<file path="config.mk">
export PLATFORM = sky130hd
export DESIGN_NAME = pit_timer
export DESIGN_NICKNAME = d
export VERILOG_FILES = /design/src/rtl/pit_pkg.sv /design/src/rtl/pit_bus_decode.sv /design/src/rtl/pit_counter.sv /design/src/rtl/pit_timer.sv
export SDC_FILE = /design/constraint.sdc
export NUM_CORES = 1
export LEC_CHECK = 0
export BUFFER_PORTS_ARGS = -buffer_cell sky130_fd_sc_hd__buf_2
export CORE_MARGIN = 4
export CORE_UTILIZATION = 45
export CTS_CLUSTER_DIAMETER = 80
export CTS_CLUSTER_SIZE = 30
export DETAILED_ROUTE_END_ITERATION = 10
export HOLD_SLACK_MARGIN = 0.03
export REMOVE_ABC_BUFFERS = 1
export SYNTH_ARGS = -nofsm -noshare
export SYNTH_HDL_FRONTEND = slang
export SYNTH_SLANG_ARGS = --single-unit
</file>
<file path="constraint.sdc">
create_clock -name clk -period 11.3 [get_ports clk]
set_clock_uncertainty 0.1 [all_clocks]
set_input_delay 0.565 -clock clk [delete_from_list [all_inputs] [get_ports clk]]
set_output_delay 0.565 -clock clk [all_outputs]
set_load 0.01 [all_outputs]
</file>
<file path="src/rtl/pit_pkg.sv">
package pit_pkg;
    localparam int CNT_W  = 16;
    localparam int BYTE_W = 8;
    localparam int NUM_CH = 3;
    localparam int ADDR_W = 2;
    localparam int DIGITS = CNT_W / 4;

    typedef enum logic [1:0] {
        MODE_TC     = 2'd0,
        MODE_RATE   = 2'd1,
        MODE_SQUARE = 2'd2
    } pit_mode_e;

    typedef enum logic [1:0] {
        ACC_NONE = 2'd0,
        ACC_LO   = 2'd1,
        ACC_HI   = 2'd2,
        ACC_BOTH = 2'd3
    } pit_acc_e;

    typedef struct packed {
        pit_mode_e          mode;
        pit_acc_e           acc;
        logic               bcd;
        logic [CNT_W-1:0]   count;
        logic [CNT_W-1:0]   reload;
        logic [BYTE_W-1:0]  lo_hold;
        logic               wr_hi;
        logic               rd_hi;
        logic               run;
        logic               out;
    } chan_t;

    function automatic pit_mode_e decode_mode(input logic [2:0] code);
        pit_mode_e m;
        case (code)
            3'b010, 3'b110: m = MODE_RATE;
            3'b011, 3'b111: m = MODE_SQUARE;
            default:        m = MODE_TC;
        endcase
        return m;
    endfunction

    function automatic logic [CNT_W-1:0] bcd_dec1(input logic [CNT_W-1:0] v);
        logic [CNT_W-1:0] r;
        logic             borrow;
        logic [3:0]       dig;
        r      = v;
        borrow = 1'b1;
        for (int d = 0; d < DIGITS; d++) begin
            dig = v[4*d +: 4];
            if (borrow) begin
                if (dig == 4'd0) begin
                    r[4*d +: 4] = 4'd9;
                end else begin
                    r[4*d +: 4] = dig - 4'd1;
                    borrow      = 1'b0;
                end
            end
        end
        return r;
    endfunction

    function automatic logic [CNT_W-1:0] dec_by(input logic [CNT_W-1:0] v,
                                                 input logic [1:0]       k,
                                                 input logic             bcd);
        logic [CNT_W-1:0] r;
        r = v;
        for (int i = 0; i < 3; i++) begin
            if (i < int'(k)) begin
                r = bcd ? bcd_dec1(r) : (r - 1'b1);
            end
        end
        return r;
    endfunction
endpackage

</file>
<file path="src/rtl/pit_bus_decode.sv">
module pit_bus_decode
    import pit_pkg::*;
#(
    parameter int CH = NUM_CH
) (
    input  logic              bus_we,
    input  logic              bus_re,
    input  logic [ADDR_W-1:0] bus_addr,
    input  logic [1:0]        sel_field,
    output logic [CH-1:0]     ctrl_we,
    output logic [CH-1:0]     data_we,
    output logic [CH-1:0]     rd_pop
);
    localparam logic [ADDR_W-1:0] CTRL_ADDR = ADDR_W'(CH);

    logic ctrl_hit;
    assign ctrl_hit = bus_we && (bus_addr == CTRL_ADDR);

    for (genvar i = 0; i < CH; i++) begin : g_dec
        assign ctrl_we[i] = ctrl_hit && (sel_field == 2'(i));
        assign data_we[i] = bus_we && (bus_addr == ADDR_W'(i));
        assign rd_pop[i]  = bus_re && (bus_addr == ADDR_W'(i));
    end
endmodule

</file>
<file path="src/rtl/pit_counter.sv">
module pit_counter
    import pit_pkg::*;
(
    input  logic              clk,
    input  logic              rst_n,
    input  logic              ctrl_we,
    input  logic [5:0]        ctrl_word,
    input  logic              data_we,
    input  logic [BYTE_W-1:0] data_byte,
    input  logic              rd_pop,
    input  logic              tick,
    input  logic              gate,
    output logic              out,
    output logic [CNT_W-1:0]  count,
    output logic [BYTE_W-1:0] rd_byte
);
    chan_t q, d;

    pit_acc_e         ctrl_acc;
    logic             load;
    logic [CNT_W-1:0] new_val;
    logic [1:0]       step;

    assign ctrl_acc = pit_acc_e'(ctrl_word[5:4]);

    always_comb begin
        d       = q;
        load    = 1'b0;
        new_val = q.reload;
        step    = 2'd2;

        if (rd_pop && q.acc == ACC_BOTH) begin
            d.rd_hi = !q.rd_hi;
        end

        if (ctrl_we) begin
            if (ctrl_acc != ACC_NONE) begin
                d.mode  = decode_mode(ctrl_word[3:1]);
                d.acc   = ctrl_acc;
                d.bcd   = ctrl_word[0];
                d.run   = 1'b0;
                d.wr_hi = 1'b0;
                d.rd_hi = 1'b0;
                d.out   = (decode_mode(ctrl_word[3:1]) != MODE_TC);
            end
        end else if (data_we) begin
            case (q.acc)
                ACC_LO: begin
                    new_val = {{(CNT_W-BYTE_W){1'b0}}, data_byte};
                    load    = 1'b1;
                end
                ACC_HI: begin
                    new_val = {data_byte, {(CNT_W-BYTE_W){1'b0}}};
                    load    = 1'b1;
                end
                ACC_BOTH: begin
                    if (!q.wr_hi) begin
                        d.lo_hold = data_byte;
                        d.wr_hi   = 1'b1;
                    end else begin
                        new_val = {data_byte, q.lo_hold};
                        d.wr_hi = 1'b0;
                        load    = 1'b1;
                    end
                end
                default: ;
            endcase
        end else if (q.run && tick && gate) begin
            case (q.mode)
                MODE_RATE: begin
                    if (q.count == CNT_W'(1)) begin
                        d.count = q.reload;
                        d.out   = 1'b1;
                    end else begin
                        d.count = dec_by(q.count, 2'd1, q.bcd);
                        if (q.count == CNT_W'(2)) begin
                            d.out = 1'b0;
                        end
                    end
                end
                MODE_SQUARE: begin
                    if (q.count[0]) begin
                        step = q.out ? 2'd1 : 2'd3;
                    end
                    if (q.count == CNT_W'(step)) begin
                        d.count = q.reload;
                        d.out   = !q.out;
                    end else begin
                        d.count = dec_by(q.count, step, q.bcd);
                    end
                end
                default: begin
                    d.count = dec_by(q.count, 2'd1, q.bcd);
                    if (q.count == CNT_W'(1)) begin
                        d.out = 1'b1;
                    end
                end
            endcase
        end

        if (load) begin
            d.reload = new_val;
            d.count  = new_val;
            d.run    = 1'b1;
            d.out    = (q.mode != MODE_TC);
        end
    end

    always_ff @(posedge clk) begin
        if (!rst_n) begin
            q <= '0;
        end else begin
            q <= d;
        end
    end

    assign out     = q.out;
    assign count   = q.count;
    assign rd_byte = (q.acc == ACC_HI || (q.acc == ACC_BOTH && q.rd_hi))
                     ? q.count[CNT_W-1 -: BYTE_W] : q.count[BYTE_W-1:0];
endmodule

</file>
<file path="src/rtl/pit_timer.sv">
module pit_timer
    import pit_pkg::*;
#(
    parameter int CH = NUM_CH
) (
    input  logic              clk,
    input  logic              rst_n,
    input  logic              bus_we,
    input  logic              bus_re,
    input  logic [ADDR_W-1:0] bus_addr,
    input  logic [BYTE_W-1:0] bus_wdata,
    output logic [BYTE_W-1:0] bus_rdata,
    input  logic [CH-1:0]     cnt_tick,
    input  logic [CH-1:0]     cnt_gate,
    output logic [CH-1:0]     cnt_out
);
    logic [CH-1:0]     ctrl_we;
    logic [CH-1:0]     data_we;
    logic [CH-1:0]     rd_pop;
    logic [CNT_W-1:0]  cnt_val [CH];
    logic [BYTE_W-1:0] rd_byte [CH];

    pit_bus_decode #(.CH(CH)) i_decode (
        .bus_we    (bus_we),
        .bus_re    (bus_re),
        .bus_addr  (bus_addr),
        .sel_field (bus_wdata[7:6]),
        .ctrl_we   (ctrl_we),
        .data_we   (data_we),
        .rd_pop    (rd_pop)
    );

    for (genvar i = 0; i < CH; i++) begin : g_ch
        pit_counter i_counter (
            .clk       (clk),
            .rst_n     (rst_n),
            .ctrl_we   (ctrl_we[i]),
            .ctrl_word (bus_wdata[5:0]),
            .data_we   (data_we[i]),
            .data_byte (bus_wdata),
            .rd_pop    (rd_pop[i]),
            .tick      (cnt_tick[i]),
            .gate      (cnt_gate[i]),
            .out       (cnt_out[i]),
            .count     (cnt_val[i]),
            .rd_byte   (rd_byte[i])
        );
    end

    always_comb begin
        bus_rdata = '0;
        for (int i = 0; i < CH; i++) begin
            if (bus_addr == ADDR_W'(i)) begin
                bus_rdata = rd_byte[i];
            end
        end
    end
endmodule

</file>
# --- Word level (Yosys, flattened, before mapping) ---
# Cells that the tools add are included.
op_classes:
  add_sub_neg: 45
  n_lt_le_gt_ge: 9
  eq_ne: 72
  muxes: 557
  bitwise: 6
  n_reduce_logical: 132
op_table:
  columns: ["operator", "count"]
  rows:
  - ["$mux W16", 78]
  - ["$mux W1", 345]
  - ["$mux W4", 84]
  - ["$logic_not A4 Y1", 36]
  - ["$pmux W16 S3", 3]
  - ["$sub A16 B1 Y16 const B", 9]
  - ["$sub A4 B1 Y4 const B", 36]
  - ["$mux W32", 3]
  - ["$pmux W16 S2", 3]
  - ["$ne A5 B5 Y1 const B", 18]
  - ["$mux W2", 28]
  - ["$eq A16 B1 Y1 const B", 3]
  - ["$eq A16 B2 Y1", 3]
  - ["$eq A16 B2 Y1 const B", 3]
  - ["$mux W8", 6]
  - ["$reduce_and A5 Y1", 9]
  - ["$reduce_bool A2 Y1", 22]
  - ["$eq A2 B2 Y1 const B", 12]
  - ["$logic_and A1 B1 Y1", 22]
  - ["$ne A2 B2 Y1 const B", 9]
  - ["$reduce_and A3 Y1", 6]
  - ["$reduce_and A6 Y1", 3]
  - ["$eq A2 B1 Y1 const B", 8]
  - ["$reduce_or A2 Y1", 8]
  - ["18 further kinds", 64]
totals:
  reg_bits: 147
  output_inout_bits: 11
  wordCells: 860

# --- Longest topological paths before layout ---
# Gate-level depths: netlist of run 1.
depth:
  word_depth: 96
  ltp_mapped: 21
  depth_no_buf: 17

# --- Cells and area by module ---
# Synthesis of run 1 repeated with hierarchy kept, for this count alone.
unflattened:
  hier_cells: 2359
  area_unflattened_um2: 16799.9
modules_own_cells:
  columns: ["module", "n_inst", "cells_each", "area_per_inst_um2", "seq_area_each_um2"]
  rows:
  - ["pit_counter (g_ch[1].i_counter)", 1, 788, 5557.8, 980.9]
  - ["pit_counter (g_ch[0].i_counter)", 1, 772, 5500.3, 980.9]
  - ["pit_counter (g_ch[2].i_counter)", 1, 769, 5449.0, 980.9]
  - ["pit_timer", 1, 20, 197.7, 0.0]
  - ["pit_bus_decode", 1, 10, 95.1, 0.0]

# --- Worst setup path after synthesis of run 1 ---
# OpenSTA, ideal clock, no wires.
synth_path:
  kind: "reg2reg"
  from: "reg g_ch[2].i_counter.q (netlist bit g_ch[2].i_counter.count[0])"
  to: "reg g_ch[2].i_counter.q (netlist bit g_ch[2].i_counter.count[13])"
  t_arrival_ns: 3.979
  path_slack_ns: 7.095
  stages_incl_launch_ff: 19
  n_path_buf: 4
  path_cell_list: "dfxtp_1 > buf_2 > clkbuf_1 > inv_1 > ha_1 > buf_2 > or3b_1 > buf_2 > nor4_1 > mux2_2 > or4_1 > nor4_1 > a2bb2oi_1 > ha_1 > nand2_1 > nor2_1 > nor3_2 > o31ai_1 > a31oi_1"
synth_between:
  elab_chain_len: 53
synth_lines:
  columns: ["element", "line", "source"]
  rows:
  - ["start, declared", "pit_counter.sv:17", "chan_t q, d;"]
  - ["start signal, assigned", "pit_counter.sv:111", "q <= '0;"]
  - ["start signal, assigned", "pit_counter.sv:113", "q <= d;"]
  - ["parallel branches: the longest is 53 deep, another holds $sub A16 B1 Y16", null, null]
# Parallel ways; which one is timed is not known. The select of a mux whose other input is x is not followed.
# A chain may end at the register's enable or synchronous reset.

# --- Worst setup path after layout of run 1 ---
layout_path:
  from: "reg g_ch[1].i_counter.q (netlist bit g_ch[1].i_counter.count[0])"
  to: "reg g_ch[1].i_counter.q (netlist bit g_ch[1].i_counter.count[14])"
layout_between:
  elab_chain_len: 53
layout_lines:
  columns: ["element", "line"]
  rows:
  - ["start, declared", "pit_counter.sv:17"]
  - ["start signal, assigned", "pit_counter.sv:111"]
  - ["start signal, assigned", "pit_counter.sv:113"]
  - ["parallel branches: the longest is 53 deep, another holds $sub A16 B1 Y16", null]
# Parallel ways; which one is timed is not known. The select of a mux whose other input is x is not followed.

==> out/qor.txt, run 1 <==
mean post-synth cell area: 7.141 um^2
x dimension of the die: 198.2 um
met2 usage: 46.36%
setup fix buffers added after clock tree synthesis: 0
leakage power total: 5.995 nW
TritonRoute pass-1 iters: 5
cells after synthesis: 2280
root buf cell: sky130_fd_sc_hd__clkbuf_16
number of rows in the core area: 69
met1 Use GR: 42.59%
type of the setup path with the least slack: reg2reg
initial core utilization: 45.66%
number of placed cells counting well taps: 2609
global-route wire length before repair: 94.39 mm
area share of the largest cell type after synthesis: 18.07%
grt total ovfl: 0
met3 Track Usage GR: 3.880%
kind of launch point of the worst setup path: register
starting DRC count in detailed routing: 2070
remaining number of nets flagged by the antenna check after routing: 0
WP data required: 11.57 ns
DR DRC count: 0
net count reported at finish: 2229
total of flip-flops plus latches after synthesis: 147
wire length after detailed routing: 59.88 mm
boundary pin count: 31
multi-input gate area in the final layout: 0.01233 mm^2
y dimension of the die: 198.2 um
main area contributors after synthesis: sky130_fd_sc_hd__dfxtp_1, sky130_fd_sc_hd__nand2_1, sky130_fd_sc_hd__o21ai_0
distinct cell type count after synthesis: 121
vias in the first global route: 16530
cell area power density: 70.35 mW/mm^2
max-slew violation count: 0
Synth Warn #: 0
maximum ir drop on the vdd rail: 0.1047 mV
count of maximum capacitance violations: 0
class of the tightest hold or removal check: reg2reg
Relative slew margins: 28.97%
Min Hold Slack: 0.3777 ns
full die area: 0.03929 mm^2
setup repair after global routing missed its margin: false
critical path capture point type: register
global routing's busiest layer: met2
Final period util: 45.33%
total number of H-tree levels: 4
most numerous cell in the Yosys netlist: sky130_fd_sc_hd__nand2_1
list of cells traversed by the critical path: inv_1, ha_1, nor4_1, and4_1, a211oi_2, nor4_1, nor3b_1, o31ai_1, a311oi_2, ha_1, inv_1, nor3_1, mux2i_1, nand3_1, a31oi_1
dominant delay contributor by cell family on the critical path: simple AND/OR/NAND/NOR gates
endpoint arrival time on the critical path: 5.39 ns
average routed wire per standard cell: 22.66 um
Total Negative Setup Slacks: 0 ns
switching part of the total power: 25.58%
internal power contribution: 893.4 uW
via density per instance: 6.807
TritonCTS clock tree: yes
synthesis-to-finish area growth: 4.803%
slew of the pin with the lowest slew margin: 1.065 ns
hpwl dp: 43.97 mm
area of all sequential standard cells: 0.002944 mm^2
sinks on the clock net: 147
post-layout min period: 5.122 ns
EDFF count, synth: 0
# port buffers: 30
final cell utilization of the core: 47.86%
power dissipated by switching net loads: 307.1 uW
leading area contributor after synthesis: sky130_fd_sc_hd__dfxtp_1
count of filler cells inserted in the layout: 3645
Clock transition at path regs: 0.07 ns
combinational group share of total power: 6.2%
Post-synth ARST share: 0%
total CTS buffers: 17
number of hold-repair buffers added at the cts stage: 0
most frequent cells after synthesis: sky130_fd_sc_hd__nand2_1, sky130_fd_sc_hd__nor2_1, sky130_fd_sc_hd__o21ai_0
core area: 0.03566 mm^2
Critical path buffers and inverters: 2
worst-path fanout max: 23
run status: completed
Netlist Area Pre-Place: 0.01628 mm^2
setup violation total in the final timing report: 0
proportion of synthesized chip area in sequential cells: 18.07%
global-route usage over all layers: 29.64%
buffers from clock root to sink, at most: 2
routed vias: 17980
antenna violations before repair: 0
Hold Violations, Final: 0
clock latency of the later-clocked register in the worst-skew pair: 0.44 ns
Clock power frac: 50.5%
master of the slowest instance on the critical path: sky130_fd_sc_hd__dfxtp_1
fraction of final layout cells with drive strength greater than 1: 9.174%
Fmax: 195.2 MHz
placer congestion estimate: 0.9646
sequential cell fraction of total power: 43.3%
ys flop type: sky130_fd_sc_hd__dfxtp_1
post-cts gate resize count: 0
Cell Count, Final, Fillers Out: 2642
Slowest Stage Delay on Critical Path: 0.80 ns
maximum number of pins on one net before global-route repair: 83
==> final timing paths <==
kind / from / end / slack [ns] / cells after the start
setup / recovery: g_ch[1].i_counter.count[0] / g_ch[1].i_counter.count[14] / 6.18 / 15
hold / removal: g_ch[0].i_counter.q[1] / g_ch[0].i_counter.q[1] / 0.38 / 2
setup reg to reg: g_ch[1].i_counter.count[0] / g_ch[1].i_counter.count[14] / 6.18 / 15
hold reg to reg: g_ch[0].i_counter.q[1] / g_ch[0].i_counter.q[1] / 0.38 / 2
==> placed cells by master (no fill, tap or decap), types with 21 or more instances in the layout <==
master                     Yosys  layout
sky130_fd_sc_hd__o21a_1       27      27
sky130_fd_sc_hd__xor2_1       21      21
sky130_fd_sc_hd__nor2b_1      77      77
sky130_fd_sc_hd__nand4_1      30      30
sky130_fd_sc_hd__or3_1        26      26
sky130_fd_sc_hd__a31oi_1      39      39
sky130_fd_sc_hd__nand3_1      75      75
sky130_fd_sc_hd__inv_1        50      50
sky130_fd_sc_hd__nor2_1      172     172
sky130_fd_sc_hd__a22oi_1      33      33
sky130_fd_sc_hd__a21oi_1     137     137
sky130_fd_sc_hd__a221o_1      22      22
sky130_fd_sc_hd__a211oi_1     23      23
sky130_fd_sc_hd__mux2i_1      58      58
sky130_fd_sc_hd__ha_1         42      42
sky130_fd_sc_hd__nor3_1       77      77
sky130_fd_sc_hd__o21ai_0     166     164
sky130_fd_sc_hd__mux2_2       22      22
sky130_fd_sc_hd__a21boi_0     25      25
sky130_fd_sc_hd__nand2b_1     36      36
sky130_fd_sc_hd__dfxtp_1     147     146
sky130_fd_sc_hd__nor4_1       35      35
sky130_fd_sc_hd__nand2_1     226     226
sky130_fd_sc_hd__o211ai_1     36      36
sky130_fd_sc_hd__a221oi_1     36      36
sky130_fd_sc_hd__buf_4         5      35
sky130_fd_sc_hd__buf_2        36      29
sky130_fd_sc_hd__and2_1       33      33
sky130_fd_sc_hd__o31ai_1      21      21
sky130_fd_sc_hd__xnor2_1      51      51
==> layout make-up <==
cell class / instances / area share (%)
Antenna cell: 1 / 0.01466
Clock buffer: 19 / 2.537
Clock inverter: 13 / 1.027
Inverter: 52 / 1.144
Multi-Input combinational cell: 1885 / 72.25
Sequential cell: 147 / 17.25
Tap cell: 461 / 3.380
Timing Repair Buffer: 64 / 2.390
==> state kept, by name, indices dropped and copies added, names as in the netlist <==
name,count
g_ch.i_counter.out,3
g_ch.i_counter.q,96
g_ch.i_counter.count,48
==> worst min-delay path: stages (launching register included) <==
cell,delay [ns]
sky130_fd_sc_hd__dfxtp_1,0.32
sky130_fd_sc_hd__nand2_1,0.05
sky130_fd_sc_hd__a21boi_0,0.06
==> logic make-up after synthesis <==
group	Yosys count	share of synthesized area, %
fa+ha+maj	42	3.228
mux	81	5.179
simple gates	910	29.80
xor+xnor	72	3.873
flops	147	18.07
compound gates	780	33.60
buf+inv	248	6.248
==> power by group through the flow <==
stage          clock, mW  sequential (mW)  combinational, mW
6_report           0.606            0.520             0.0747
5_1_grt            0.634            0.520             0.0797
4_1_cts            0.611            0.520             0.0733
3_5_place_dp           0            0.532             0.0732
3_3_place_gp           0            0.532             0.0725
2_1_floorplan          0            0.532             0.0342
==> layer usage <==
layer / routed length (um) / share of wire (%)
met4: 1615 / 2.7
met3: 4903 / 8.2
met5: 0 / 0
met2: 27010 / 45
met1: 26350 / 44
==> stage by stage <==
stage               setup slack [ns]  instance area (um^2)  power (mW)
floorplan                      6.887                 15460      0.5665
global placement               6.459                 16450      0.6042
CTS                            6.261                 17060       1.204
detailed placement             6.263                 16450      0.6049
finish                         6.178                 17060       1.200
global route                   5.676                 17060       1.234
No activity file was read; power rests on OpenSTA's default activity.
==> inputs of run 2 (changes only) <==
==> constraint.sdc (replaced) <==
create_clock -name clk -period 5.2 [get_ports clk]
set_clock_uncertainty 0.1 [all_clocks]
set_input_delay 0.26 -clock clk [delete_from_list [all_inputs] [get_ports clk]]
set_output_delay 0.26 -clock clk [all_outputs]
set_load 0.01 [all_outputs]
==> run 2 against run 1 <==
Highest routed layer unchanged. Critical path type unchanged. Wire length decreased by 0.21%. Register-to-register slack got worse by 5.6 ns. Total power increased by 120%. Worst setup slack got worse by 5.6 ns. Combinational power increased by 120%. Cell count increased by 1.1%. Sequential cell count unchanged. Worst hold slack got worse by 0.19 ns. Critical path depth decreased by 1. Largest power group unchanged. First-iteration DRC count increased by 10%. Via count increased by 1.3%.
==> out/qor.txt, run 2 (synthesis results as in run 1) <==
antenna violations before repair: 0 (unchanged)
via density per instance: 6.825 (+0.27%)
core area: 0.03566 mm^2 (unchanged)
internal power contribution: 2.041 mW (+130%)
grt total ovfl: 0 (unchanged)
number of diodes added for antenna fixing: 0 (-1)
maximum number of pins on one net before global-route repair: 67 (-19%)
sinks on the clock net: 147 (unchanged)
Hold Violations, Final: 0 (unchanged)
net count reported at finish: 2258 (+1.3%)
global-route wire length before repair: 93.24 mm (-1.2%)
setup violation total in the final timing report: 0 (unchanged)
DR DRC count: 0 (unchanged)
Clock transition at path regs: 0.07 ns (about the same)
number of rows in the core area: 69 (unchanged)
total number of H-tree levels: 4 (unchanged)
critical path capture point type: register
combinational group share of total power: 6.1% (about the same)
TritonCTS clock tree: yes
Relative slew margins: 32.73% (+3.8 points)
number of hold-repair buffers added at the cts stage: 0 (unchanged)
global-route usage over all layers: 29.06% (-0.58 points)
count of maximum capacitance violations: 0 (unchanged)
clock latency of the later-clocked register in the worst-skew pair: 0.44 ns (about the same)
y dimension of the die: 198.2 um (unchanged)
switching part of the total power: 24.44% (-1.1 points)
maximum ir drop on the vdd rail: 0.2184 mV (+110%)
# port buffers: 30 (unchanged)
Critical path buffers and inverters: 2 (unchanged)
master of the slowest instance on the critical path: sky130_fd_sc_hd__a31oi_1
full die area: 0.03929 mm^2 (unchanged)
class of the tightest hold or removal check: in2reg
worst-path fanout max: 11 (-52%)
average routed wire per standard cell: 22.38 um (-1.3%)
fraction of final layout cells with drive strength greater than 1: 10.37% (+1.2 points)
vias in the first global route: 16670 (+0.85%)
synthesis-to-finish area growth: 6.401%
boundary pin count: 31 (unchanged)
max FFs per register: 96 (unchanged)
setup repair after global routing missed its margin: false
Final period util: 88.52% (+43 points)
starting DRC count in detailed routing: 2287 (+10%)
setup fix buffers added after clock tree synthesis: 0 (unchanged)
Top reg by flops: g_ch.i_counter.q
most frequent standard cell in the layout excluding fill and tap cells: sky130_fd_sc_hd__nand2_1
type of the setup path with the least slack: reg2reg
commonest cells after routing, fill and taps aside: sky130_fd_sc_hd__nand2_1, sky130_fd_sc_hd__nor2_1, sky130_fd_sc_hd__o21ai_0
initial core utilization: 45.66% (unchanged)
final cell utilization of the core: 48.59% (+0.73 points)
x dimension of the die: 198.2 um (unchanged)
power dissipated by switching net loads: 660.2 uW (+110%)
remaining number of nets flagged by the antenna check after routing: 0 (unchanged)
cell area power density: 155.9 mW/mm^2 (+120%)
Total Negative Setup Slacks: 0 ns (unchanged)
endpoint arrival time on the critical path: 4.80 ns (-0.59 ns)
root buf cell: sky130_fd_sc_hd__clkbuf_16
count of filler cells inserted in the layout: 3570 (-2.1%)
kind of launch point of the worst setup path: register
leakage power total: 6.168 nW (+2.9%)
Clock power frac: 52.1% (+1.6 points)
hpwl dp: 43.67 mm (-0.70%)
run status: completed
list of cells traversed by the critical path: inv_1, ha_1, buf_4, or3_1, o31ai_1, o311a_1, o32ai_1, a31oi_1, nand4_1, nor3_1, mux2i_1, o21ai_1, a221oi_1, o22ai_1
total CTS buffers: 17 (unchanged)
Slowest Stage Delay on Critical Path: 0.73 ns (-0.07 ns)
Min Hold Slack: 0.1888 ns (-0.1889 ns)
max-slew violation count: 0 (unchanged)
buffers from clock root to sink, at most: 2 (unchanged)
post-cts gate resize count: 0 (unchanged)
routed vias: 18220 (+1.3%)
dominant delay contributor by cell family on the critical path: compound AO/OA/AOI/OAI gates
wire length after detailed routing: 59.75 mm (-0.21%)
TritonRoute pass-1 iters: 6 (+1)
slew of the pin with the lowest slew margin: 0.9960 ns (-0.06945 ns)
Fmax: 217.3 MHz (+11%)
placer congestion estimate: 0.9964 (+3.3%)
sequential cell fraction of total power: 41.9% (-1.4 points)
post-layout min period: 4.603 ns (-0.5196 ns)
WP data required: 5.40 ns (-6.17 ns)
-- run 2: power groups by stage --
stage                     combinational (mW)  clock (mW)  sequential [mW]
final                                  0.164        1.41             1.13
after global routing                   0.173        1.47             1.13
after CTS                              0.160        1.42             1.13
after detailed placement               0.159           0             1.16
after global placement                 0.158           0             1.16
after floorplan                       0.0743           0             1.16
-- run 2: layout make-up --
| type | count | area, um^2 | area share (%) |
|---|---|---|---|
| clock buffer | 19 | 432.9 | 2.499 |
| clock inverter | 13 | 220.2 | 1.271 |
| inverter | 52 | 195.2 | 1.127 |
| multi-input combinational | 1885 | 12330 | 71.17 |
| sequential | 147 | 2944 | 16.99 |
| tap | 461 | 576.8 | 3.329 |
| timing repair buffer | 93 | 625.6 | 3.611 |
-- run 2: tightest hold or removal path, stage by stage --
cell and delay, ns:
sky130_fd_sc_hd__buf_2 0.24, sky130_fd_sc_hd__nand2_1 0.10, sky130_fd_sc_hd__a21boi_0 0.07
-- run 2: path summary, 6_finish.rpt --
kind	startpoint	end	slack, ns	depth (start not counted)
hold / removal	bus_wdata[0]	g_ch[0].i_counter.q[44]	0.19	3
hold reg to reg	g_ch[2].i_counter.q[1]	g_ch[2].i_counter.q[1]	0.38	2
setup / recovery	g_ch[0].i_counter.count[0]	g_ch[0].i_counter.count[9]	0.60	14
setup reg to reg	g_ch[0].i_counter.count[0]	g_ch[0].i_counter.count[9]	0.60	14
-- run 2: per-stage QoR --
| step | setup WS [ns] | power (mW) | area, um^2 | std cells |
|---|---|---|---|---|
| 6_report | 0.5971 | 2.701 | 17320 | 2670 |
| 5_1_grt | 0.3308 | 2.774 | 17320 | 2670 |
| 4_1_cts | 0.7372 | 2.708 | 17320 | 2670 |
| 3_5_place_dp | 0.7636 | 1.315 | 16670 | 2638 |
| 3_3_place_gp | 0.8610 | 1.314 | 16670 | 2638 |
| 2_1_floorplan | 0.7874 | 1.231 | 15460 | 2084 |
-- run 2: per-layer routing --
metal | wire [um] | global-route usage, % | up-vias
li1 | - | - | 8396
met1 | 25710 | 40.80 | 8725
met2 | 26780 | 45.85 | 963
met3 | 5259 | 4.101 | 140
met4 | 1996 | 9.844 | 0
met5 | 0 | 0 | -
